--- config.mk ---
export PLATFORM = sky130hd
export DESIGN_NAME = dir_ctrl
export DESIGN_NICKNAME = d
export VERILOG_FILES = /design/src/rtl/dir_pkg.sv /design/src/rtl/dir_arbiter.sv /design/src/rtl/dir_line_fsm.sv /design/src/rtl/dir_ctrl.sv
export SDC_FILE = /design/constraint.sdc
export NUM_CORES = 1
export LEC_CHECK = 0
export BUFFER_PORTS_ARGS = -buffer_cell sky130_fd_sc_hd__buf_2
export CORE_MARGIN = 5
export CORE_UTILIZATION = 50
export DETAILED_ROUTE_END_ITERATION = 8
export PLACE_DENSITY_LB_ADDON = 0.1
export SETUP_SLACK_MARGIN = 0.4
export SYNTH_ARGS = -nofsm -noshare
export SYNTH_HDL_FRONTEND = slang
export SYNTH_SLANG_ARGS = --single-unit
--- constraint.sdc ---
create_clock -name clk -period 11.4 [get_ports clk]
set_input_delay 2.28 -clock clk [delete_from_list [all_inputs] [get_ports clk]]
set_output_delay 2.28 -clock clk [all_outputs]
set_load 0.005 [all_outputs]
--- src/rtl/dir_pkg.sv ---
package dir_pkg;

    typedef enum logic [1:0] {
        OP_RD  = 2'd0,
        OP_WR  = 2'd1,
        OP_ACK = 2'd2,
        OP_RSV = 2'd3
    } op_e;

    typedef enum logic [2:0] {
        RS_SHR = 3'd0,
        RS_EXC = 3'd1,
        RS_MOD = 3'd2,
        RS_ASH = 3'd3,
        RS_VOL = 3'd4,
        RS_NAK = 3'd5,
        RS_WTD = 3'd6,
        RS_RSV = 3'd7
    } rsp_e;

    typedef enum logic [1:0] {
        SN_INV = 2'd0,
        SN_DWN = 2'd1,
        SN_VOL = 2'd2,
        SN_UPD = 2'd3
    } snp_e;

    typedef enum logic [2:0] {
        LS_I = 3'd0,
        LS_S = 3'd1,
        LS_E = 3'd2,
        LS_M = 3'd3,
        LS_O = 3'd4
    } lstate_e;

    function automatic logic holds_excl(lstate_e s);
        return (s == LS_E) || (s == LS_M);
    endfunction

endpackage

--- src/rtl/dir_arbiter.sv ---
module dir_arbiter #(
    parameter int N  = 4,
    parameter int CW = 2
) (
    input  logic [N-1:0]  req,
    output logic [N-1:0]  gnt,
    output logic [CW-1:0] idx,
    output logic          any
);
    for (genvar i = 0; i < N; i++) begin : g_pri
        if (i == 0) begin : g_first
            assign gnt[i] = req[i];
        end else begin : g_rest
            assign gnt[i] = req[i] & ~(|req[i-1:0]);
        end
    end

    assign any = |req;

    always_comb begin
        idx = '0;
        for (int i = N - 1; i >= 0; i--) begin
            if (gnt[i]) idx = CW'(i);
        end
    end
endmodule

--- src/rtl/dir_line_fsm.sv ---
module dir_line_fsm
    import dir_pkg::*;
#(
    parameter int N  = 4,
    parameter int CW = 2
) (
    input  lstate_e          cur_st,
    input  logic [CW-1:0]    cur_own,
    input  logic [N-1:0]     cur_shr,
    input  logic             cur_asym,
    input  logic             cur_vol,
    input  logic [CW:0]      cur_pend,
    input  logic [CW-1:0]    cur_wait,
    input  rsp_e             cur_wcode,
    input  logic [CW-1:0]    rq_core,
    input  op_e              rq_op,
    input  logic [CW-1:0]    prim,
    output lstate_e          nx_st,
    output logic [CW-1:0]    nx_own,
    output logic [N-1:0]     nx_shr,
    output logic             nx_asym,
    output logic             nx_vol,
    output logic [CW:0]      nx_pend,
    output logic [CW-1:0]    nx_wait,
    output rsp_e             nx_wcode,
    output logic             rsp_en,
    output rsp_e             rsp_code,
    output logic [CW-1:0]    rsp_core,
    output logic [N-1:0]     snp_en,
    output logic [2*N-1:0]   snp_codes
);
    logic [N-1:0] me, pm, others, sec_others;
    logic         is_prim;
    logic [CW:0]  cnt;

    assign me         = N'(1) << rq_core;
    assign pm         = N'(1) << prim;
    assign is_prim    = (rq_core == prim);
    assign others     = cur_shr & ~me;
    assign sec_others = others & ~pm;

    always_comb begin
        nx_st     = cur_st;
        nx_own    = cur_own;
        nx_shr    = cur_shr;
        nx_asym   = cur_asym;
        nx_vol    = cur_vol;
        nx_pend   = cur_pend;
        nx_wait   = cur_wait;
        nx_wcode  = cur_wcode;
        rsp_en    = 1'b0;
        rsp_code  = RS_SHR;
        rsp_core  = rq_core;
        snp_en    = '0;
        snp_codes = '0;
        cnt       = '0;

        case (rq_op)
            OP_ACK: begin
                if (cur_pend != '0) begin
                    nx_pend = cur_pend - (CW+1)'(1);
                    if (cur_pend == (CW+1)'(1)) begin
                        rsp_en   = 1'b1;
                        rsp_code = cur_wcode;
                        rsp_core = cur_wait;
                    end
                end
            end
            OP_RD: begin
                rsp_en = 1'b1;
                if (cur_pend != '0) begin
                    rsp_code = RS_NAK;
                end else if (cur_asym && cur_vol && !is_prim) begin
                    rsp_code = RS_VOL;
                end else if (cur_st == LS_I) begin
                    nx_st    = LS_E;
                    nx_own   = rq_core;
                    nx_shr   = me;
                    rsp_code = RS_EXC;
                end else if (holds_excl(cur_st) && cur_own == rq_core) begin
                    rsp_code = (cur_st == LS_M) ? RS_MOD : RS_EXC;
                end else begin
                    nx_shr = cur_shr | me;
                    if (holds_excl(cur_st)) begin
                        snp_en[cur_own]             = 1'b1;
                        snp_codes[2*cur_own +: 2]   = SN_DWN;
                        nx_st = (cur_st == LS_E) ? LS_S : LS_O;
                    end
                    if (cur_shr[prim] && !is_prim) begin
                        nx_asym  = 1'b1;
                        rsp_code = RS_ASH;
                    end else begin
                        rsp_code = RS_SHR;
                    end
                end
            end
            OP_WR: begin
                if (cur_pend != '0) begin
                    rsp_en   = 1'b1;
                    rsp_code = RS_NAK;
                end else if (cur_st == LS_I) begin
                    nx_st    = LS_M;
                    nx_own   = rq_core;
                    nx_shr   = me;
                    rsp_en   = 1'b1;
                    rsp_code = RS_MOD;
                end else if (cur_asym && is_prim) begin
                    snp_en = others;
                    for (int i = 0; i < N; i++) begin
                        if (others[i]) snp_codes[2*i +: 2] = SN_VOL;
                    end
                    nx_vol   = 1'b1;
                    nx_st    = LS_M;
                    nx_own   = rq_core;
                    rsp_en   = 1'b1;
                    rsp_code = RS_MOD;
                end else if (cur_asym) begin
                    snp_en = sec_others | pm;
                    snp_codes[2*prim +: 2] = SN_UPD;
                    nx_shr = me | pm;
                    nx_st  = LS_O;
                    nx_own = prim;
                    cnt    = (CW+1)'($countones(sec_others));
                    if (cnt == '0) begin
                        rsp_en   = 1'b1;
                        rsp_code = RS_WTD;
                    end else begin
                        nx_pend  = cnt;
                        nx_wait  = rq_core;
                        nx_wcode = RS_WTD;
                    end
                end else begin
                    snp_en = others;
                    nx_st  = LS_M;
                    nx_own = rq_core;
                    nx_shr = me;
                    cnt    = (CW+1)'($countones(others));
                    if (cnt == '0) begin
                        rsp_en   = 1'b1;
                        rsp_code = RS_MOD;
                    end else begin
                        nx_pend  = cnt;
                        nx_wait  = rq_core;
                        nx_wcode = RS_MOD;
                    end
                end
            end
            default: ;
        endcase
    end
endmodule

--- src/rtl/dir_ctrl.sv ---
module dir_ctrl
    import dir_pkg::*;
#(
    parameter int N     = 4,
    parameter int LINES = 4,
    localparam int CW   = (N > 1) ? $clog2(N) : 1,
    localparam int LW   = (LINES > 1) ? $clog2(LINES) : 1
) (
    input  logic              clk,
    input  logic              rst,
    input  logic              cfg_we,
    input  logic [CW-1:0]     cfg_primary,
    input  logic [N-1:0]      req_valid,
    input  logic [2*N-1:0]    req_op,
    input  logic [LW*N-1:0]   req_line,
    output logic [N-1:0]      req_ready,
    output logic [N-1:0]      rsp_valid,
    output logic [3*N-1:0]    rsp_code,
    output logic [N-1:0]      snp_valid,
    output logic [2*N-1:0]    snp_code,
    output logic [LW-1:0]     snp_line
);
    lstate_e       st_q   [LINES];
    logic [CW-1:0] own_q  [LINES];
    logic [N-1:0]  shr_q  [LINES];
    logic          asym_q [LINES];
    logic          vol_q  [LINES];
    logic [CW:0]   pend_q [LINES];
    logic [CW-1:0] wait_q [LINES];
    rsp_e          wcd_q  [LINES];
    logic [CW-1:0] prim_q;

    logic [CW-1:0] gidx;
    logic          gany;
    op_e           sel_op;
    logic [LW-1:0] sel_line;

    dir_arbiter #(.N(N), .CW(CW)) u_arb (
        .req (req_valid),
        .gnt (req_ready),
        .idx (gidx),
        .any (gany)
    );

    assign sel_op   = op_e'(req_op[2*gidx +: 2]);
    assign sel_line = req_line[LW*gidx +: LW];

    lstate_e       nx_st;
    logic [CW-1:0] nx_own, nx_wait, f_core;
    logic [N-1:0]  nx_shr, f_snp_en;
    logic          nx_asym, nx_vol, f_en;
    logic [CW:0]   nx_pend;
    rsp_e          nx_wcode, f_code;
    logic [2*N-1:0] f_snp_codes;

    dir_line_fsm #(.N(N), .CW(CW)) u_fsm (
        .cur_st    (st_q[sel_line]),
        .cur_own   (own_q[sel_line]),
        .cur_shr   (shr_q[sel_line]),
        .cur_asym  (asym_q[sel_line]),
        .cur_vol   (vol_q[sel_line]),
        .cur_pend  (pend_q[sel_line]),
        .cur_wait  (wait_q[sel_line]),
        .cur_wcode (wcd_q[sel_line]),
        .rq_core   (gidx),
        .rq_op     (sel_op),
        .prim      (prim_q),
        .nx_st     (nx_st),
        .nx_own    (nx_own),
        .nx_shr    (nx_shr),
        .nx_asym   (nx_asym),
        .nx_vol    (nx_vol),
        .nx_pend   (nx_pend),
        .nx_wait   (nx_wait),
        .nx_wcode  (nx_wcode),
        .rsp_en    (f_en),
        .rsp_code  (f_code),
        .rsp_core  (f_core),
        .snp_en    (f_snp_en),
        .snp_codes (f_snp_codes)
    );

    always_ff @(posedge clk) begin
        if (rst) begin
            for (int i = 0; i < LINES; i++) begin
                st_q[i]   <= LS_I;
                own_q[i]  <= '0;
                shr_q[i]  <= '0;
                asym_q[i] <= 1'b0;
                vol_q[i]  <= 1'b0;
                pend_q[i] <= '0;
                wait_q[i] <= '0;
                wcd_q[i]  <= RS_SHR;
            end
            prim_q    <= '0;
            rsp_valid <= '0;
            rsp_code  <= '0;
            snp_valid <= '0;
            snp_code  <= '0;
            snp_line  <= '0;
        end else begin
            rsp_valid <= '0;
            rsp_code  <= '0;
            snp_valid <= '0;
            snp_code  <= '0;
            snp_line  <= sel_line;
            if (gany) begin
                st_q[sel_line]   <= nx_st;
                own_q[sel_line]  <= nx_own;
                shr_q[sel_line]  <= nx_shr;
                asym_q[sel_line] <= nx_asym;
                vol_q[sel_line]  <= nx_vol;
                pend_q[sel_line] <= nx_pend;
                wait_q[sel_line] <= nx_wait;
                wcd_q[sel_line]  <= nx_wcode;
                if (f_en) begin
                    rsp_valid[f_core]          <= 1'b1;
                    rsp_code[3*f_core +: 3]    <= f_code;
                end
                snp_valid <= f_snp_en;
                snp_code  <= f_snp_codes;
            end
            if (cfg_we) begin
                prim_q <= cfg_primary;
                if (cfg_primary != prim_q) begin
                    for (int i = 0; i < LINES; i++) begin
                        asym_q[i] <= 1'b0;
                        vol_q[i]  <= 1'b0;
                    end
                end
            end
        end
    end

    // ---------------- checks ----------------
    logic [CW-1:0] chk_core_q, chk_prim_q;
    logic [N-1:0]  inv_mask;

    always_ff @(posedge clk) begin
        chk_core_q <= gidx;
        chk_prim_q <= prim_q;
    end

    for (genvar i = 0; i < N; i++) begin : g_inv
        assign inv_mask[i] = snp_valid[i] && (snp_code[2*i +: 2] == SN_INV);
    end


    one_grant_chk: assert property (@(posedge clk) disable iff (rst)
        $onehot0(req_ready) && ((req_valid != '0) == (req_ready != '0)));


    pend_refuse_chk: assert property (@(posedge clk) disable iff (rst)
        (gany && sel_op != OP_ACK && pend_q[sel_line] != '0)
        |=> (rsp_valid[chk_core_q] && rsp_code[3*chk_core_q +: 3] == RS_NAK && snp_valid == '0));


    prim_nowait_chk: assert property (@(posedge clk) disable iff (rst)
        (gany && sel_op == OP_WR && asym_q[sel_line] && gidx == prim_q
         && pend_q[sel_line] == '0 && st_q[sel_line] != LS_I && !cfg_we)
        |=> (rsp_valid[chk_core_q] && rsp_code[3*chk_core_q +: 3] == RS_MOD && inv_mask == '0));


    keep_primary_chk: assert property (@(posedge clk) disable iff (rst)
        (gany && sel_op == OP_WR && asym_q[sel_line] && gidx != prim_q
         && pend_q[sel_line] == '0)
        |=> (!inv_mask[chk_prim_q] && snp_valid[chk_prim_q]
             && snp_code[2*chk_prim_q +: 2] == SN_UPD));


    rsp_single_chk: assert property (@(posedge clk) disable iff (rst)
        $onehot0(rsp_valid));
endmodule

==> run summary <==
Most common cell after layout, fill and taps aside: nor2_1
Share of cells above drive strength 1: 18.7%
Slew Limit Fails: 0
Row cnt: 42
Initial antenna violation count: 0
Initial core utilization: 50.5%
DRC: 0
Worst Tran Pin Value: 1.06 ns
Die area: 0.0156 mm²
Setup crit end kind: flop
Remaining antenna violation count after routing: 0
Total gr overflow: 0
Synth-to-Final Area Change: 10.3%
First-pass GRT wire length: 31900 µm
CP max FO: 36
Most frequent cells in the layout: 88 x nor2_1, 76 x edfxtp_1, 58 x buf_2, 54 x nand2_1, 53 x a21oi_1
Total wire length: 20500 µm
Sum of negative setup slack: 0 ns
DIE HEIGHT: 125 µm
DP Wirelength: 14200 µm
CORE AREA: 0.0131 mm²
Clk buf depth: 2
Vias in the first global route: 5723
Number of flops mapped to enable cells by yosys: 76
Period minus WS final: 7.09 ns
CTS tree: done
Maximum vdd ir drop: 0.0962 mV
TritonCTS Sinks: 108
Final Setup Violations: 0
Largest area contributor in the netlist: edfxtp_1
Largest net degree at the start of global routing: 37
PwrDens: 159 mW/mm²
Worst hold path type: reg2reg
Outcome: finished, final reports clean
H-tree levels: 3
RSZ-0062 raised after global routing: false
LEAKAGE: 2.74 nW
Distinct cells, synth: 92
Clock Skews: 0.0119 ns
Number of iterations in the first detailed-routing pass: 8
Via/cell ratio: 6.49
Syn_area_per_cell: 9.70 µm²
DRT iter0 DRCs: 628
Clock slew at reported path FFs: 0.07 ns
MaxCap Viol Count: 0
FF+latch count, synth: 108
Post-CTS setup buffer count: 0
Clk Latency, worst-skew pair: 0.36 ns
Top-level port count: 59
Fin nets: 763
Vias: 5832
Finished Cell Area: 0.00729 mm²
Area contributors post-synth: edfxtp_1 35%, dfxtp_1 9.7%, nor2_1 5.0%, a21oi_1 4.0%, ha_1 3.4%
Hold_buf cts: 0
Top-area cell type share of the netlist area: 34.5%
Fmax: 141 MHz
Asr flop ratio synth: 0%
GP Congestion: 0.961
Die Wd: 125 µm
Max_slew headroom: 29.2%
CTS Buf Count: 9
DR WL/cell: 22.8 µm
Antenna diode count: 0
Worst path arrival time: 7.39 ns
Part of the Yosys area used for sequential elements: 44.2%
Final Hold Viols: 0
Clk Tree Root Cell: clkbuf_16
Crit path kind: in2reg
CTS resizes: 0
Data required time of the worst path: 11.69 ns
Post-Syn Instances: 681
IO Port Bufs: 58
Predominant post-synthesis flop cell: edfxtp_1
Post-Place Cell Area: 0.00697 mm²
Crit path launch type: input pin
Syn Nets: 726
Ratio of final minimum period to clock period: 62.2%
Synth Cell Area: 0.00661 mm²
YS warnings: 0
Overall routing resource usage: 25.9%
-- report_power, final --
group / total (mW) / switching [mW] / internal (mW) / leakage, nW
Sequential: 0.469 / 0.0114 / 0.457 / 1.06
Clock: 0.345 / 0.151 / 0.194 / 0.154
Combinational: 0.342 / 0.231 / 0.111 / 1.52
Total: 1.16 / 0.394 / 0.763 / 2.74
-- sequential cells by signal, summed over array words and instances, names as in the netlist --
name,flops
rsp_valid,4
wait_q,8
st_q,12
pend_q,12
prim_q,2
own_q,8
wcd_q,12
snp_valid,4
rsp_code,12
snp_code,8
vol_q,4
asym_q,4
shr_q,16
snp_line,2
-- synth_stat cells (all sizes together), types with 7 or more instances --
cell type	n
nor2b	7
a21oi	55
edfxtp	76
nand3	30
nor3	17
a32o	8
inv	23
a311oi	9
nand2	54
a21boi	9
nor4	7
and3	11
a32oi	7
dfxtp	32
o31ai	7
or3	8
a211oi	8
ha	18
clkbuf	23
buf	19
a31o	7
nor2	90
o21ai	42
-- stage by stage --
stage / setup slack [ns] / total power [mW] / utilization [%] / std cells / hold WS [ns]
after global placement: 4.08 / 0.808 / 53.3 / 883 / 0.718
after detailed placement: 3.98 / 0.812 / 53.3 / 883 / 0.717
after CTS: 4.34 / 1.16 / 55.7 / 898 / 0.734
after floorplan: 5.11 / 0.714 / - / 681 / 0.595
after global routing: 4.01 / 1.21 / 55.7 / 898 / 0.757
final: 4.31 / 1.16 / 55.7 / 898 / 0.728
-- metal layers --
layer	part of all wire (%)	up-vias	track usage, %	wire (µm)
li1	-	2657	-	-
met3	7.7	53	5.63	1570
met2	48	287	42.0	9760
met4	3.6	0	11.2	741
met5	0	-	0	0
met1	41	2835	33.7	8410
-- layout make-up --
cell class	instances	area [µm²]
fillers	1202	5790
repair buffers	68	365
clock buffers	9	225
well taps	176	220
multi-input cells	508	3370
inverters	23	86.3
flip-flops and latches	108	2920
clock inverters	6	96.3
-- cell families after synthesis --
logic type,after synthesis,share of synthesized area [%]
flip-flops,108,44.2
multiplexers,14,3.03
XOR/XNOR,6,0.909
adder cells (fa/ha/maj),20,4.01
AND/OR/NAND/NOR,255,19.1
buffers and inverters,65,4.70
AO/OA/AOI/OAI,213,24.0
-- worst paths after layout --
path             endpoint  cells past startpoint         start  slack (ns)
max          rsp_code[10]                     19  req_valid[1]        4.31
min             prim_q[0]                      2     prim_q[0]        0.73
max reg2reg  rsp_code[10]                     15   shr_q[2][3]        7.24
min reg2reg     prim_q[0]                      2     prim_q[0]        0.73
-- worst max-delay path, stage by stage --
cell and delay (ns):
buf_2 0.23, nor2b_1 0.66, a221oi_4 0.10, buf_4 0.30, a32o_1 0.31, o2bb2ai_1 0.38
nor2_1 0.17, and2_1 0.20, ha_1 0.27, ha_1 0.13, inv_1 0.04, fa_1 0.50
nor2b_1 0.18, and2_1 0.26, nor3_1 0.09, mux2i_2 0.35, o311ai_2 0.25, or4_4 0.57
a21oi_2 0.11
Note: power is estimated with default switching activity, not from simulation.
